===== src/rtl/prio_irq_pkg.sv =====
package prio_irq_pkg;

    localparam int VEC_W = 16;

    typedef enum logic [1:0] {
        KIND_STD  = 2'd0,
        KIND_XFER = 2'd1,
        KIND_NMI  = 2'd2,
        KIND_EXC  = 2'd3
    } svc_kind_e;

    typedef enum logic [1:0] {
        REG_MASK  = 2'd0,
        REG_ROUTE = 2'd1,
        REG_PEND  = 2'd2,
        REG_DONE  = 2'd3
    } reg_sel_e;

    typedef struct packed {
        logic ie;
        logic xfer_en;
    } gate_t;

    typedef struct packed {
        logic                 valid;
        svc_kind_e            kind;
        logic [VEC_W-1:0]     vec;
    } grant_t;

    // Vector slot: two bytes per source above a base address.
    function automatic logic [VEC_W-1:0] slot_addr(input logic [VEC_W-1:0] base,
                                                   input logic [7:0] idx);
        return base + {{(VEC_W-9){1'b0}}, idx, 1'b0};
    endfunction

endpackage


===== src/rtl/pic_hi_find.sv =====
module pic_hi_find #(
    parameter int N = 31,
    parameter int W = 5
) (
    input  logic [N-1:0] req,
    output logic         hit,
    output logic [W-1:0] idx
);
    // Ascending scan: the last set bit seen is the highest index.
    always_comb begin
        hit = 1'b0;
        idx = '0;
        for (int k = 0; k < N; k++) begin
            if (req[k]) begin
                hit = 1'b1;
                idx = W'(k);
            end
        end
    end
endmodule


===== src/rtl/pic_src_bank.sv =====
module pic_src_bank
    import prio_irq_pkg::*;
#(
    parameter int N = 31
) (
    input  logic         clk,
    input  logic         rst,
    input  logic [N-1:0] hw_req,
    input  logic [N-1:0] done_req,
    input  logic         wr_en,
    input  reg_sel_e     wr_sel,
    input  logic [N-1:0] wr_data,
    input  logic [N-1:0] clr_pend,
    input  logic [N-1:0] clr_done,
    output logic [N-1:0] pend_o,
    output logic [N-1:0] mask_o,
    output logic [N-1:0] route_o,
    output logic [N-1:0] done_o
);
    logic wr_mask, wr_route, wr_pend, wr_done;

    always_comb begin
        wr_mask  = wr_en && (wr_sel == REG_MASK);
        wr_route = wr_en && (wr_sel == REG_ROUTE);
        wr_pend  = wr_en && (wr_sel == REG_PEND);
        wr_done  = wr_en && (wr_sel == REG_DONE);
    end

    for (genvar g = 0; g < N; g++) begin : g_bit
        logic m_q, r_q, p_q, d_q;
        logic p_base, d_base;

        always_comb begin
            p_base = wr_pend ? wr_data[g] : p_q;
            d_base = wr_done ? wr_data[g] : d_q;
        end

        always_ff @(posedge clk) begin
            if (rst) begin
                m_q <= 1'b0;
                r_q <= 1'b0;
                p_q <= 1'b0;
                d_q <= 1'b0;
            end else begin
                if (wr_mask)  m_q <= wr_data[g];
                if (wr_route) r_q <= wr_data[g];
                // hardware set outranks both the write and the acknowledge clear
                p_q <= (p_base & ~clr_pend[g]) | hw_req[g];
                d_q <= (d_base & ~clr_done[g]) | done_req[g];
            end
        end

        assign mask_o[g]  = m_q;
        assign route_o[g] = r_q;
        assign pend_o[g]  = p_q;
        assign done_o[g]  = d_q;
    end
endmodule


===== src/rtl/pic_status.sv =====
module pic_status
    import prio_irq_pkg::*;
(
    input  logic  clk,
    input  logic  rst,
    input  logic  ei,
    input  logic  di,
    input  logic  epts,
    input  logic  dpts,
    output gate_t gate_o
);
    gate_t gate_q;

    always_ff @(posedge clk) begin
        if (rst) begin
            gate_q <= '0;
        end else begin
            if (di)        gate_q.ie <= 1'b0;
            else if (ei)   gate_q.ie <= 1'b1;
            if (dpts)      gate_q.xfer_en <= 1'b0;
            else if (epts) gate_q.xfer_en <= 1'b1;
        end
    end

    assign gate_o = gate_q;
endmodule


===== src/rtl/prio_irq_ctrl.sv =====
module prio_irq_ctrl
    import prio_irq_pkg::*;
#(
    parameter int                N_SRC     = 31,
    parameter logic [VEC_W-1:0]  STD_BASE  = 16'h2000,
    parameter logic [VEC_W-1:0]  XFER_BASE = 16'h2040,
    parameter logic [VEC_W-1:0]  NMI_VEC   = 16'h203E,
    parameter logic [VEC_W-1:0]  UNDEF_VEC = 16'h2012,
    parameter logic [VEC_W-1:0]  TRAP_VEC  = 16'h2010,
    localparam int               SRC_W     = (N_SRC > 1) ? $clog2(N_SRC) : 1
) (
    input  logic              clk,
    input  logic              rst,
    input  logic [N_SRC-1:0]  req_i,
    input  logic              nmi_i,
    input  logic [N_SRC-1:0]  done_i,
    input  logic              exc_undef_i,
    input  logic              exc_trap_i,
    input  logic              wr_en_i,
    input  logic [1:0]        wr_sel_i,
    input  logic [N_SRC-1:0]  wr_data_i,
    input  logic              ei_i,
    input  logic              di_i,
    input  logic              epts_i,
    input  logic              dpts_i,
    input  logic              ack_i,
    output logic              irq_valid_o,
    output logic [1:0]        irq_kind_o,
    output logic [SRC_W-1:0]  irq_src_o,
    output logic [VEC_W-1:0]  irq_vec_o
);
    gate_t               gate;
    logic                ie_q, xfer_en_q;
    logic [N_SRC-1:0]    pend, mask, route, done;
    logic [N_SRC-1:0]    xfer_req, std_req;
    logic [N_SRC-1:0]    grant_oh, clr_pend, clr_done;
    logic                xfer_hit, std_hit;
    logic [SRC_W-1:0]    xfer_idx, std_idx;
    logic                nmi_pend;
    logic                fire;
    grant_t              gr;
    logic [SRC_W-1:0]    gr_src;

    pic_status u_status (
        .clk    (clk),
        .rst    (rst),
        .ei     (ei_i),
        .di     (di_i),
        .epts   (epts_i),
        .dpts   (dpts_i),
        .gate_o (gate)
    );

    assign ie_q      = gate.ie;
    assign xfer_en_q = gate.xfer_en;

    pic_src_bank #(.N(N_SRC)) u_bank (
        .clk      (clk),
        .rst      (rst),
        .hw_req   (req_i),
        .done_req (done_i),
        .wr_en    (wr_en_i),
        .wr_sel   (reg_sel_e'(wr_sel_i)),
        .wr_data  (wr_data_i),
        .clr_pend (clr_pend),
        .clr_done (clr_done),
        .pend_o   (pend),
        .mask_o   (mask),
        .route_o  (route),
        .done_o   (done)
    );

    // Tier request vectors
    always_comb begin
        xfer_req = pend & route & mask & {N_SRC{ie_q & xfer_en_q}};
        std_req  = ((pend & ~route) | done) & mask & {N_SRC{ie_q}};
    end

    pic_hi_find #(.N(N_SRC), .W(SRC_W)) u_find_xfer (
        .req (xfer_req),
        .hit (xfer_hit),
        .idx (xfer_idx)
    );

    pic_hi_find #(.N(N_SRC), .W(SRC_W)) u_find_std (
        .req (std_req),
        .hit (std_hit),
        .idx (std_idx)
    );

    // Tier selection: exceptions, NMI, transfer, standard
    always_comb begin
        gr     = '0;
        gr_src = '0;
        if (exc_undef_i) begin
            gr = '{valid: 1'b1, kind: KIND_EXC, vec: UNDEF_VEC};
        end else if (exc_trap_i) begin
            gr     = '{valid: 1'b1, kind: KIND_EXC, vec: TRAP_VEC};
            gr_src = SRC_W'(1);
        end else if (nmi_pend) begin
            gr = '{valid: 1'b1, kind: KIND_NMI, vec: NMI_VEC};
        end else if (xfer_hit) begin
            gr     = '{valid: 1'b1, kind: KIND_XFER,
                       vec: slot_addr(XFER_BASE, 8'(xfer_idx))};
            gr_src = xfer_idx;
        end else if (std_hit) begin
            gr     = '{valid: 1'b1, kind: KIND_STD,
                       vec: slot_addr(STD_BASE, 8'(std_idx))};
            gr_src = std_idx;
        end
    end

    // Retirement of the presented request
    always_comb begin
        fire     = ack_i & gr.valid;
        grant_oh = {{(N_SRC-1){1'b0}}, 1'b1} << gr_src;
        clr_pend = '0;
        clr_done = '0;
        if (fire && gr.kind == KIND_XFER) begin
            clr_pend = grant_oh;
        end else if (fire && gr.kind == KIND_STD) begin
            clr_pend = grant_oh & ~route;
            clr_done = grant_oh;
        end
    end

    always_ff @(posedge clk) begin
        if (rst) begin
            nmi_pend <= 1'b0;
        end else begin
            nmi_pend <= (nmi_pend & ~(fire && gr.kind == KIND_NMI)) | nmi_i;
        end
    end

    assign irq_valid_o = gr.valid;
    assign irq_kind_o  = gr.kind;
    assign irq_src_o   = gr_src;
    assign irq_vec_o   = gr.vec;

endmodule


===== config.mk =====
export PLATFORM = sky130hd
export DESIGN_NAME = prio_irq_ctrl
export DESIGN_NICKNAME = d
export VERILOG_FILES = /design/src/rtl/prio_irq_pkg.sv /design/src/rtl/pic_hi_find.sv /design/src/rtl/pic_src_bank.sv /design/src/rtl/pic_status.sv /design/src/rtl/prio_irq_ctrl.sv
export SDC_FILE = /design/constraint.sdc
export NUM_CORES = 1
export LEC_CHECK = 0
export BUFFER_PORTS_ARGS = -buffer_cell sky130_fd_sc_hd__buf_2
export CORE_MARGIN = 1
export CORE_UTILIZATION = 51
export CTS_BUF_LIST = sky130_fd_sc_hd__clkbuf_16
export DETAILED_ROUTE_END_ITERATION = 8
export HOLD_SLACK_MARGIN = 0.03
export PLACE_DENSITY = 0.76
export SKIP_LAST_GASP = 1
export SLEW_MARGIN = 30
export SYNTH_ARGS = -nofsm -noshare
export SYNTH_HDL_FRONTEND = slang
export SYNTH_SLANG_ARGS = --single-unit
export TNS_END_PERCENT = 1

===== constraint.sdc =====
create_clock -name clk -period 3.4 [get_ports clk]
set_input_delay 0 -clock clk [delete_from_list [all_inputs] [get_ports clk]]
set_output_delay 0 -clock clk [all_outputs]
set_load 0.02 [all_outputs]

# Word level (Yosys, flattened, before mapping)
# Index checks and enable logic that the tools add are counted.
dict set report totals {
  register_bits 127
  latchBits 0
  ram_bits 0
  rom_bits 0
  inputBits 106
  output_inout_bits 24
  word_cells 544
  mem_count 0
}
dict set report classes {
  n_addsub 2
  mul 0
  div 0
  order_cmp 0
  n_eq_ne 5
  shifts 1
  n_mux 198
  n_bitwise 200
  reduce_logical 11
}
# operator count
set op_table {}
lappend op_table {{31-bit AND} 7}
lappend op_table {{5-bit 2-to-1 mux} 35}
lappend op_table {{1-bit 2-to-1 mux} 126}
lappend op_table {{31-bit 2-to-1 mux} 4}
lappend op_table {{19-bit 2-to-1 mux} 5}
lappend op_table {{1-bit AND} 65}
lappend op_table {{4-bit 2-to-1 mux} 16}
lappend op_table {{1-bit NOT} 63}
lappend op_table {{1-bit OR} 63}
lappend op_table {{31-bit NOT} 1}
lappend op_table {{31-bit OR} 1}
lappend op_table {{1-bit by 5-bit left shift with 31-bit output (first input constant)} 1}
lappend op_table {{14-bit by 6-bit adder with 15-bit output (first input constant)} 2}
lappend op_table {{3-bit 2-to-1 mux} 8}
lappend op_table {{2-bit 2-to-1 mux} 4}
lappend op_table {{1-bit logical AND} 7}
lappend op_table {{2-bit == test (second input constant)} 3}
lappend op_table {{2-bit by 1-bit == test with 1-bit output (second input constant)} 2}
lappend op_table {{2-bit logical NOT} 2}
lappend op_table {{2-bit OR reduction} 2}

# Longest topological paths before layout
# Gate-level depths: netlist (run 1).
dict set report depth {
  ltp_word 48
  mapped_depth 13
  mapped_depth_nobuf 10
}

# Modules after synthesis
# Synthesis (run 1) repeated with hierarchy kept, for this count alone.
dict set report unflattened {
  hier_cells 1256
  area_unflattened_um2 8928.6
}
# mod n_inst cells_each area_each_um2 seq_area_each_um2
set by_module_without_submodules {}
lappend by_module_without_submodules {pic_src_bank 1 732 6145.9 2482.4}
lappend by_module_without_submodules {prio_irq_ctrl 1 392 1964.4 20.0}
lappend by_module_without_submodules {pic_hi_find 2 63 375.4 0.0}
lappend by_module_without_submodules {pic_status 1 6 67.6 40.0}

# Worst setup path before layout (run 1)
# No wires, ideal clock.
dict set report synth_path {
  kind {reg-to-reg}
  start {reg u_status.gate_q (netlist bit u_status.gate_o[1])}
  end {reg u_bank.g_bit[20].d_q}
  setup_ns 0.125
  arrival_ns 2.579
  required_ns 3.275
  slack_ns 0.696
  stages_incl_launch_ff 13
  path_buffers 3
  synth_period_minus_slack_ns 2.704
  path_cell_list {dfxtp_1 -> buf_6 -> buf_6 -> o211ai_1 -> nand4_2 -> or4_4 -> nor2_4 -> nor4_4 -> a21o_4 -> a21oi_4 -> inv_2 -> buf_6 -> o41a_1}
}
dict set report synth_via {
  elab_cells_between_ends 146
  cone_classes {1 x eq/ne; 1 x shift; 134 x mux; 7 x bitwise; 3 x reduce/logical}
}
# item line
set synth_rtl {}
lappend synth_rtl {{start, declared} pic_status.sv:12} ;# gate_t gate_q;
lappend synth_rtl {{31-bit AND or 1-bit AND (tied branches)} {prio_irq_ctrl.sv:76, prio_irq_ctrl.sv:75}}
lappend synth_rtl {{1-bit 2-to-1 mux or 31-bit AND (tied branches)} {pic_hi_find.sv:14, prio_irq_ctrl.sv:75}}
lappend synth_rtl {{1-bit 2-to-1 mux (30 in series)} pic_hi_find.sv:14} ;# if (req[k]) begin
lappend synth_rtl {{5-bit 2-to-1 mux or 1-bit 2-to-1 mux (tied branches)} {prio_irq_ctrl.sv:106, pic_hi_find.sv:14}}
lappend synth_rtl {{5-bit 2-to-1 mux *} prio_irq_ctrl.sv:102} ;# end else if (xfer_hit) begin
lappend synth_rtl {{5-bit 2-to-1 mux *} prio_irq_ctrl.sv:100} ;# end else if (nmi_pend) begin
lappend synth_rtl {{5-bit 2-to-1 mux *} prio_irq_ctrl.sv:97} ;# end else if (exc_trap_i) begin
lappend synth_rtl {{5-bit 2-to-1 mux *} prio_irq_ctrl.sv:95} ;# if (exc_undef_i) begin
lappend synth_rtl {{named net irq_src_o[0]} prio_irq_ctrl.sv:29} ;# output logic [SRC_W-1:0] irq_src_o,
lappend synth_rtl {{1-bit by 5-bit left shift with 31-bit output *} prio_irq_ctrl.sv:116} ;# grant_oh = {{(N_SRC-1){1'b0}}, 1'b1} << gr_src;
lappend synth_rtl {{31-bit 2-to-1 mux *} prio_irq_ctrl.sv:121} ;# end else if (fire && gr.kind == KIND_STD) begin
lappend synth_rtl {{31-bit 2-to-1 mux *} prio_irq_ctrl.sv:119} ;# if (fire && gr.kind == KIND_XFER) begin
lappend synth_rtl {{1-bit NOT *} pic_src_bank.sv:49} ;# d_q <= (d_base & ~clr_done[g]) | done_req[g];
lappend synth_rtl {{1-bit AND *} pic_src_bank.sv:49}
lappend synth_rtl {{1-bit OR *} pic_src_bank.sv:49}
lappend synth_rtl {{end signal, assigned} pic_src_bank.sv:49}
lappend synth_rtl {{end, declared} pic_src_bank.sv:30} ;# logic m_q, r_q, p_q, d_q;
# Mark *: on every way through the listed nets, which the timed path passes. The rest lies on a longest branch.
# A chain may end at the register's enable or synchronous reset.

# Final worst setup path (run 1)
dict set report layout_path {
  start {reg u_status.gate_q (netlist bit u_status.gate_o[1])}
  end {out irq_vec_o[1]}
}
dict set report layout_via {
  elab_chain_len 37
  elab_cells_between_ends 132
  cone_classes {2 x add/sub; 127 x mux; 3 x bitwise}
}
# item line
set layout_lines {}
lappend layout_lines {{31-bit AND or 1-bit AND (tied branches)} {prio_irq_ctrl.sv:76, prio_irq_ctrl.sv:75}}
lappend layout_lines {{1-bit 2-to-1 mux or 31-bit AND (tied branches)} {pic_hi_find.sv:14, prio_irq_ctrl.sv:75}}
lappend layout_lines {{2-bit 2-to-1 mux or 1-bit 2-to-1 mux (tied branches) (2 in series)} pic_hi_find.sv:14}
lappend layout_lines {{3-bit 2-to-1 mux, or another cell as far along} pic_hi_find.sv:14}
lappend layout_lines {{3-bit 2-to-1 mux or 1-bit 2-to-1 mux (tied branches) (3 in series)} pic_hi_find.sv:14}
lappend layout_lines {{4-bit 2-to-1 mux, or another cell as far along} pic_hi_find.sv:14}
lappend layout_lines {{4-bit 2-to-1 mux or 1-bit 2-to-1 mux (tied branches) (7 in series)} pic_hi_find.sv:14}
lappend layout_lines {{5-bit 2-to-1 mux, or another cell as far along} pic_hi_find.sv:14}
lappend layout_lines {{5-bit 2-to-1 mux or 1-bit 2-to-1 mux (tied branches) (14 in series)} pic_hi_find.sv:14}
lappend layout_lines {{14-bit by 6-bit adder with 15-bit output, or another cell as far along} prio_irq_pkg.sv:33} ;# return base + {{(VEC_W-9){1'b0}}, idx, 1'b0};
lappend layout_lines {{19-bit 2-to-1 mux, or another cell as far along} prio_irq_ctrl.sv:106} ;# end else if (std_hit) begin
lappend layout_lines {{19-bit 2-to-1 mux *} prio_irq_ctrl.sv:102}
lappend layout_lines {{19-bit 2-to-1 mux *} prio_irq_ctrl.sv:100}
lappend layout_lines {{19-bit 2-to-1 mux *} prio_irq_ctrl.sv:97}
lappend layout_lines {{19-bit 2-to-1 mux *} prio_irq_ctrl.sv:95}
lappend layout_lines {{end, declared} prio_irq_ctrl.sv:30} ;# output logic [VEC_W-1:0] irq_vec_o
# Every way passes the cells marked *; elsewhere a longest branch is shown, timed or not.

==> results.md, run 1 <==
- Post-synth EDFFs: 0
- Fraction of registers with async set/reset: 0
- Clk_lat worst skew: 0.43 ns
- Syn Inst Count: 992
- Switching share of power: 0.264
- Setup CP Type: reg -> out
- Leakage: 4.38 nW
- Die area: 15800 µm²
- Ys Warns: 0
- Synth Area per Inst: 7.87 µm²
- Count of pins over their slew limit: 0
- Die height: 126 µm
- Pwr Density: 397 nW/µm²
- Netlist Area Pre-Place: 7810 µm²
- Synth top cells by count: nand2_1 (154), dfxtp_1 (127), a21oi_1 (95)
- Clock sinks: 127
- CTS root buffer: clkbuf_16
- Clock power share: 0.442
- Area contributors post-synth: dfxtp_1 (33%), nand2_1 (7.4%), mux2_2 (6.9%)
- Final setup viols: 0
- Main synth FF type: dfxtp_1
- First-iteration detailed-routing DRC count: 1098
- Worst setup margin: 0.0175 ns
- Max cap viols: 0
- Starting Density: 0.529
- Critical path arrival: 3.38 ns
- DRC: 0
- Post-DR wirelength/cell: 21.6 µm
- Total grt overflow: 0
- Yosys top cell by area: dfxtp_1
- Fmax: 296 MHz
- Die width: 126 µm
- Reg2Reg Capture Point: u_bank.g_bit[10].p_q
- Worst vdd ir: 350 µV
- Tmin final: 3.38 ns
- First-pass GRT wire length: 47100 µm
- Initial antenna violation count: 0
- Area grow syn2layout: 31.3%
- Gate power share: 0.154
- Worst-case reg-to-reg path depth: 9
- Max_slew headroom: 0.310
- Reg2Reg Launch Point: u_status.gate_o[1]
- Critical path's slowest cell: dfxtp_1
- Pre-Repair DR Iteration Count: 6
- Bufs on Longest Clock Path: 2
- Setup tns final: 0 ns
- Boundary pin count: 130
- Sequential share of the synthesized area: 0.326
- Worst Path Required: 3.40 ns
- Post-CTS setup buffer count: 0
- Area of the multi-input gates: 4860 µm²
- Share of cells above drive strength 1: 0.232
- Net Sw Power: 1.08 mW
- Synth cell types: 75
- Outcome: completed
- Count leader, synth: nand2_1
- Max incr delay on CP: 0.49 ns
- Final Wtd Congestion: 0.998
- Yosys top cell area share: 0.326
- Vias per inst: 6.30
- Num CTS Buffers: 17
- Number of global-route vias before repair: 8563
- Clock transition at path regs: 0.06 ns
- RSZ-0062 raised after global routing: true
- WHS Path Cells: 4
- H-tree Lvls: 4
- Total GRT Usage: 0.389
- Critical Path Fanout Max: 14
- Final hold violations: 0
- Crit. End Element: primary output
- FF+latch area: 2540 µm²
- Critical path cell sequence: and2_4, nand4_2, and4_1, o21a_1, o31ai_1, a21oi_2, a21oi_4, a21oi_1, or2_2, buf_2
- Hold_sp: ack_i
- Final Power: 4.07 mW
- Rows: 44
- Clock skew: 0.0123 ns
- Final nets: 1320
- Sequential share of power: 0.404
- FF+latch count, synth: 127
- WL final: 30500 µm
- Worst Hold End: u_bank.g_bit[29].d_q
- Port Buffers: 120
- Worst min-delay path class: in -> reg
- Fill cell count: 1170
- CTS tree: done
- Tcrit/Tclk final: 0.995
- Antenna cell count: 0
- Vias: 8877
- R2r setup slk: 0.12 ns
- Largest net degree at the start of global routing: 52
- Detail Placement HPWL: 20200 µm
- Detail Route Antenna Nets: 0
- Actual slew at the worst max-slew pin: 1.03 ns
- CP Launch Type: flop
- Dpl ws: 0.194 ns
- Pint: 2.99 mW
- Core Footprint: 14800 µm²
-- metrics by stage --
stage / instances / instance area (µm²) / util / hold slack [ns]
2_1_floorplan: 1000 / 7840 / - / 0.0768
3_3_place_gp: 1280 / 8670 / 0.587 / 0.166
3_5_place_dp: 1280 / 8670 / 0.587 / 0.169
4_1_cts: 1409 / 10200 / 0.693 / 0.0574
5_1_grt: 1409 / 10200 / 0.694 / 0.0919
6_report: 1409 / 10200 / 0.694 / 0.0766
-- area by class of cell --
class,count,share of cell area
clock buffers,17,0.0415
clock inverters,13,0.0129
inverters,32,0.0117
multi-input cells,775,0.475
flip-flops and latches,127,0.248
well taps,184,0.0225
repair buffers,261,0.189
-- worst max path at each step --
stage	startpoint	end	slack, ns	cells past startpoint
2_1_floorplan	u_status.gate_o[1]	u_bank.g_bit[20].d_q	0.70	12
3_3_place_gp	u_status.gate_o[1]	u_bank.g_bit[10].p_q	0.21	10
3_5_place_dp	u_status.gate_o[1]	u_bank.g_bit[9].p_q	0.19	10
4_1_cts	u_status.gate_o[1]	irq_vec_o[1]	-0.004	10
5_1_grt	u_status.gate_o[1]	irq_vec_o[1]	-0.05	10
6_report	u_status.gate_o[1]	irq_vec_o[1]	0.02	10
-- registers in the layout, summed over array words and instances (netlist names) --
register and count:
u_bank.g_bit.d_q 31, nmi_pend 1, u_status.gate_o 2, u_bank.g_bit.r_q 31
u_bank.g_bit.p_q 31, u_bank.g_bit.m_q 31
-- power by group through the flow --
stage	combinational, mW	sequential, mW	clock (mW)
4_1_cts	0.605	1.64	1.79
3_5_place_dp	0.515	1.67	0
5_1_grt	0.672	1.65	1.86
2_1_floorplan	0.332	1.65	0
3_3_place_gp	0.510	1.67	0
6_report	0.627	1.64	1.80
-- cells by family after synthesis --
logic type / count (synthesis) / share of synthesized area
buf+inv: 98 / 0.0615
simple gates: 383 / 0.251
other cells: 1 / 0.000480
flops: 127 / 0.326
mux: 62 / 0.0872
compound gates: 321 / 0.274
-- layout by cell type, fill, tap and decap left out, types with 6 or more instances in the layout --
| master | n |
|---|---|
| a211oi_1 | 8 |
| a21oi_1 | 93 |
| a31oi_1 | 20 |
| a41oi_1 | 21 |
| and4_1 | 6 |
| buf_2 | 120 |
| buf_4 | 40 |
| clkbuf_16 | 17 |
| conb_1 | 9 |
| dfxtp_1 | 127 |
| dlygate4sd3_1 | 99 |
| inv_1 | 32 |
| mux2_2 | 48 |
| mux2i_1 | 14 |
| nand2_1 | 154 |
| nand2b_1 | 14 |
| nand3_1 | 29 |
| nand3b_1 | 6 |
| nand4_1 | 26 |
| nor2_1 | 58 |
| nor2b_1 | 34 |
| nor3_1 | 9 |
| nor4_1 | 6 |
| o211ai_1 | 27 |
| o211ai_2 | 8 |
| o21a_1 | 15 |
| o21ai_0 | 71 |
| o31ai_1 | 10 |
-- what timing repair did --
action	in CTS	in global routing
hold buffers	99	0
gates resized for setup	1	5
pin swaps	0	1
endpoints found under the setup margin	1	5
endpoints found under the hold margin	127	0
-- per-layer routing --
metal	track usage	routed length, µm
met5	0	0
met4	0.195	1140
met3	0.0688	3140
met2	0.619	13700
met1	0.506	12500
-- worst max-delay path: cells and delay by family (launching register included) --
kind                   cells  cell delay, ns
AO/OA/AOI/OAI              5            1.20
AND/OR/NAND/NOR            4            1.08
buffers and inverters      1            0.17
flip-flops                 1            0.49
No activity file was read; power rests on OpenSTA's default activity.
==> run 2, diff against run 1 <==
- CORE_UTILIZATION: 51 -> 45
- PLACE_DENSITY: 0.76 -> 0.69
- REMOVE_ABC_BUFFERS: default -> 1
==> run 2 against run 1 <==
  * Clock power up 22%
  * Setup slack worse by 0.0011 ns
  * Routed wire length up 0.49%
  * First-iteration DRC count down 16%
  * Fmax about the same
  * Sequential cell count unchanged
  * Power up 9.6%
  * Clock skew down 0.0042 ns
  * Worst hold slack better by 0.010 ns
  * Sequential share of layout area down 0.73 points
==> results.md, run 2 (synthesis gave the netlist of run 1 again) <==
- Starting Density: 0.466 (-0.0633)
- Vias per inst: 6.05 (-4.0%)
- Die area: 17900 µm² (+13%)
- Setup CP Type: reg -> out
- Worst Path Required: 3.40 ns (about the same)
- Largest net degree at the start of global routing: 82 (+58%)
- Hold slack: 0.0866 ns (+0.00996 ns)
- Port Buffers: 120 (unchanged)
- Outcome: completed
- Count of pins over their slew limit: 0 (unchanged)
- Pre-Repair DR Iteration Count: 5 (-1)
- Worst vdd ir: 414 µV (+18%)
- Critical Path Fanout Max: 17 (+3)
- Max_slew headroom: 0.375 (+0.0656)
- Final Wtd Congestion: 1.01 (+1.5%)
- Actual slew at the worst max-slew pin: 0.937 ns (-0.0972 ns)
- Die width: 134 µm (+6.4%)
- Die height: 134 µm (+6.4%)
- Clk_lat worst skew: 0.42 ns (about the same)
- Detail Placement HPWL: 21300 µm (+5.0%)
- Commonest non-fill, non-tap cells in the layout: nand2_1 (154), dfxtp_1 (127), buf_2 (120)
- Final design utilization: 0.630 (-0.0647)
- Clock transition at path regs: 0.06 ns (about the same)
- Core Footprint: 16800 µm² (+14%)
- Max cap viols: 0 (unchanged)
- Final Instance Count excl. Fillers: 1463 (+3.8%)
- Initial antenna violation count: 0 (unchanged)
- Crit. End Element: primary output
- Setup tns final: 0 ns (unchanged)
- Boundary pin count: 130 (unchanged)
- CTS root buffer: clkbuf_16
- Total GRT Usage: 0.341 (-0.0475)
- CTS tree: done
- RSZ-0062 raised after global routing: false
- Antenna cell count: 0 (unchanged)
- Total grt overflow: 0 (unchanged)
- Final nets: 1336 (+1.2%)
- DRC: 0 (unchanged)
- Final setup viols: 0 (unchanged)
- Fmax: 296 MHz (about the same)
- First-iteration detailed-routing DRC count: 922 (-16%)
- CP Launch Type: flop
- Bufs on Longest Clock Path: 2 (unchanged)
- Share of cells above drive strength 1: 0.243 (+0.0111)
- Pwr Density: 422 nW/µm² (+6.3%)
- Tcrit/Tclk final: 0.995 (about the same)
- First-pass GRT wire length: 46700 µm (-0.79%)
- Number of global-route vias before repair: 8427 (-1.6%)
- Vias: 8853 (-0.27%)
- Cell count after placement: 1323 (+3.4%)
- Commonest non-fill, non-tap cell in the layout: nand2_1
- H-tree Lvls: 4 (unchanged)
- Detail Route Antenna Nets: 0 (unchanged)
- WL final: 30600 µm (+0.49%)
- Worst min-delay path class: in -> reg
- Clock sinks: 127 (unchanged)
- Critical path arrival: 3.38 ns (about the same)
- Final hold violations: 0 (unchanged)
- Area grow syn2layout: 35.2%
- Tmin final: 3.38 ns (+0.00111 ns)
- Num CTS Buffers: 17 (unchanged)
- Post-DR wirelength/cell: 20.9 µm (-3.2%)
- Rows: 47 (+6.8%)
- Clock skew: 0.00817 ns (-0.00417 ns)
- Leakage: 4.50 nW (+2.8%)
run 2: cell types whose count changed in the layout (fill, tap and decap cells not counted), sizes merged:
| cell | previous run | this run |
|---|---|---|
| buf | 162 | 177 |
| bufinv | 3 | 8 |
| and2 | 5 | 7 |
| clkinv | 7 | 5 |
| inv | 35 | 33 |
| clkinvlp | 0 | 1 |
| dlygate4sd3 | 99 | 98 |
run 2: path summary, 6_finish.rpt:
check | slack [ns] | to | cells past startpoint | start
worst max-delay path | 0.02 | irq_src_o[0] | 11 | u_status.gate_o[1]
worst min register to register | 0.48 | u_bank.g_bit[1].m_q | 2 | u_bank.g_bit[1].m_q
worst max register to register | 0.06 | u_bank.g_bit[28].d_q | 11 | u_status.gate_o[1]
worst min-delay path | 0.09 | nmi_pend | 4 | ack_i
run 2: final cells by class:
cell class                      count  area [µm²]
Multi-Input combinational cell    777        4880
Fill cell                        1467        6200
Clock inverter                     15         272
Tap cell                          220         275
Inverter                           32         123
Timing Repair Buffer              275        2040
Clock buffer                       17         425
Sequential cell                   127        2540
run 2: layer usage:
layer / part of all wire / vias up / wire length (µm) / GRT usage
met1: 0.43 / 4228 / 13100 / 0.440
met3: 0.077 / 89 / 2370 / 0.0620
met4: 0.035 / 0 / 1070 / 0.136
met5: 0 / - / 0 / 0
li1: - / 4097 / - / -
met2: 0.46 / 439 / 14100 / 0.560
run 2: worst max-delay path, stage by stage, from the launching register on:
cell,delay (ns)
dfxtp_1,0.38
buf_4,0.26
o211a_1,0.21
o21bai_1,0.11
a21boi_0,0.09
o211a_1,0.25
o31ai_1,0.75
a21o_4,0.27
a21oi_4,0.09
inv_4,0.19
buf_4,0.18
buf_2,0.17
run 2: where the power goes:
group	switching [mW]	total, mW	internal (mW)
sequential	0.0681	1.64	1.57
combinational	0.326	0.627	0.301
clock	0.678	2.19	1.51
run 2: metrics by stage:
| stage | area (µm²) | power (mW) | setup slack [ns] |
|---|---|---|---|
| 5_1_grt | 10600 | 4.59 | 0.00557 |
| 3_3_place_gp | 8760 | 2.18 | 0.190 |
| 6_report | 10600 | 4.46 | 0.0163 |
| 3_5_place_dp | 8770 | 2.19 | 0.0815 |
| 2_1_floorplan | 7480 | 1.94 | -0.368 |
| 4_1_cts | 10500 | 4.45 | -0.0851 |
run 2: timing repair:
item | CTS | global route
endpoints found under the hold margin | 127 | 0
setup endpoints to repair | 2 | 10
cloned | 0 | 2
pin swaps | 0 | 7
hold buffers | 98 | 0
buffers inserted | 0 | 8
gates resized for setup | 2 | 4
==> run 3, diff against run 2 <==
- SETUP_SLACK_MARGIN: default -> 0.5
==> run 3 against run 2 <==
  * Fmax increased by 8.2%
  * Combinational power increased by 8.8%
  * Highest routed layer unchanged
  * Setup slack improved by 0.26 ns
  * Sequential cell count unchanged
  * Utilization increased by 3.3 points
  * Clock skew increased by 0.0023 ns
  * Count of clock-buffer cells in the layout unchanged
  * Register-to-register slack improved by 0.21 ns
  * First-iteration DRC count increased by 21%
==> results.md, run 3 (synthesis gave the netlist of run 1 again) <==
- Core Footprint: 16800 µm² (unchanged)
- Bufs on Longest Clock Path: 2 (unchanged)
- Gate power share: 0.151 (+0.010)
- Actual slew at the worst max-slew pin: 0.940 ns (+0.00278 ns)
- Final hold violations: 0 (unchanged)
- Max_slew headroom: 0.374 (-0.00185)
- WL final: 31800 µm (+3.9%)
- Critical Path Fanout Max: 4 (-13)
- Antenna cell count: 0 (unchanged)
- CTS root buffer: clkbuf_16
- Sequential share of power: 0.364 (-0.005)
- Clock sinks: 127 (unchanged)
- Die height: 134 µm (unchanged)
- First-pass GRT wire length: 48600 µm (+4.0%)
- Worst Path Required: 3.40 ns (about the same)
- Setup CP Type: reg -> out
- Critical path arrival: 3.13 ns (-0.25 ns)
- Final setup viols: 0 (unchanged)
- Final Wtd Congestion: 1.01 (unchanged)
- Total grt overflow: 0 (unchanged)
- Clock power share: 0.485 (-0.006)
- Fill cell count: 1415 (-3.5%)
- Worst vdd ir: 417 µV (+0.60%)
- Max cap viols: 0 (unchanged)
- Rows: 47 (unchanged)
- Commonest non-fill, non-tap cell in the layout: nand2_1
- Port Buffers: 120 (unchanged)
- Commonest non-fill, non-tap cells in the layout: nand2_1 (153), dfxtp_1 (124), buf_2 (118)
- CP Launch Type: flop
- Post-DR wirelength/cell: 21.2 µm (+1.5%)
- Count of pins over their slew limit: 0 (unchanged)
- Clock transition at path regs: 0.06 ns (about the same)
- Die area: 17900 µm² (unchanged)
- Crit. End Element: primary output
- RSZ-0062 raised after global routing: true
- Starting Density: 0.466 (unchanged)
- Clock skew: 0.0105 ns (+0.00232 ns)
- First-iteration detailed-routing DRC count: 1116 (+21%)
- Vias per inst: 6.11 (+0.99%)
- CTS tree: done
- Pint: 3.42 mW (+0.97%)
- Final Instance Count excl. Fillers: 1497 (+2.3%)
- Share of cells above drive strength 1: 0.287 (+0.0444)
- DRC: 0 (unchanged)
- Tmin final: 3.13 ns (-0.257 ns)
- Detail Route Antenna Nets: 0 (unchanged)
- Total GRT Usage: 0.356 (+0.0154)
- Detail Placement HPWL: 21300 µm (unchanged)
- Leakage: 4.72 nW (+4.9%)
- Boundary pin count: 130 (unchanged)
- Area grow syn2layout: 42.3%
- Net Sw Power: 1.10 mW (+3.0%)
- Pwr Density: 407 nW/µm² (-3.6%)
- H-tree Lvls: 4 (unchanged)
- Pre-Repair DR Iteration Count: 8 (+3)
- Die width: 134 µm (unchanged)
- Switching share of power: 0.244 (+0.00360)
- Tcrit/Tclk final: 0.920 (-0.0755)
- Outcome: completed
- Worst min-delay path class: in -> reg
- Final Power: 4.52 mW (+1.5%)
- Cell count after placement: 1323 (unchanged)
- Final nets: 1370 (+2.5%)
- Number of global-route vias before repair: 8662 (+2.8%)
- Num CTS Buffers: 17 (unchanged)
- Largest net degree at the start of global routing: 82 (unchanged)
- Clk_lat worst skew: 0.43 ns (about the same)
- Fmax: 320 MHz (+8.2%)
- Initial antenna violation count: 0 (unchanged)
- Vias: 9148 (+3.3%)
run 3: cell types whose count changed in the layout (fill, tap and decap cells not counted), sizes merged:
cell	change
bufbuf	+1
buf	+33
run 3: cell type report:
type                    count  area, µm²  share of cell area
clock buffers              17        425              0.0383
inverters                  32        123              0.0110
repair buffers            309       2390               0.215
flip-flops and latches    127       2550               0.229
clock inverters            15        272              0.0244
well taps                 220        275              0.0248
multi-input cells         777       5070               0.457
run 3: worst max-delay path, cell delays in order (launching register included):
cell       delay (ns)
dfxtp_4          0.37
bufbuf_16        0.28
buf_12           0.12
o211ai_1         0.15
nand3b_1         0.16
nand4_1          0.25
nor4_4           0.39
o31ai_4          0.18
a21o_4           0.27
a21oi_4          0.20
inv_4            0.07
buf_6            0.13
buf_6            0.12
run 3: per-stage QoR:
step | hold WS, ns | setup TNS, ns | utilization | area [µm²] | setup slack, ns
after floorplan | 0.0691 | -4.37 | - | 7480 | -0.368
after global placement | 0.160 | 0 | 0.522 | 8760 | 0.190
after detailed placement | 0.171 | 0 | 0.523 | 8770 | 0.0815
after CTS | 0.0546 | 0 | 0.653 | 10900 | 0.379
after global routing | 0.126 | 0 | 0.663 | 11100 | 0.195
final | 0.110 | 0 | 0.663 | 11100 | 0.273
run 3: power by group through the flow:
stage | Combinational, mW | Sequential, mW | Clock, mW
floorplan | 0.291 | 1.65 | 0
global placement | 0.515 | 1.67 | 0
detailed placement | 0.520 | 1.67 | 0
CTS | 0.658 | 1.64 | 2.20
global route | 0.728 | 1.65 | 2.26
finish | 0.682 | 1.64 | 2.19
run 3: per-layer routing:
layer	up-vias	wire [µm]	GRT usage
li1	4167	-	-
met1	4337	13400	0.465
met2	550	14600	0.578
met3	94	2720	0.0651
met4	0	1150	0.146
met5	-	0	0
run 3: timing repair:
item                                   in CTS  in global routing
setup endpoints to repair                  72                 70
resized for setup                          43                 21
setup buffers                              32                  8
pin swaps                                  23                  8
endpoints found under the hold margin     127                  0
gates cloned                                4                  0
hold buffers                               98                  0
run 3: worst paths after layout:
check / depth (start not counted) / startpoint / to / slack (ns)
hold / removal: 4 / ack_i / nmi_pend / 0.11
setup reg to reg: 12 / u_status.gate_o[1] / u_bank.g_bit[21].d_q / 0.27
hold reg to reg: 2 / u_bank.g_bit[1].m_q / u_bank.g_bit[1].m_q / 0.48
setup / recovery: 12 / u_status.gate_o[1] / irq_src_o[0] / 0.27
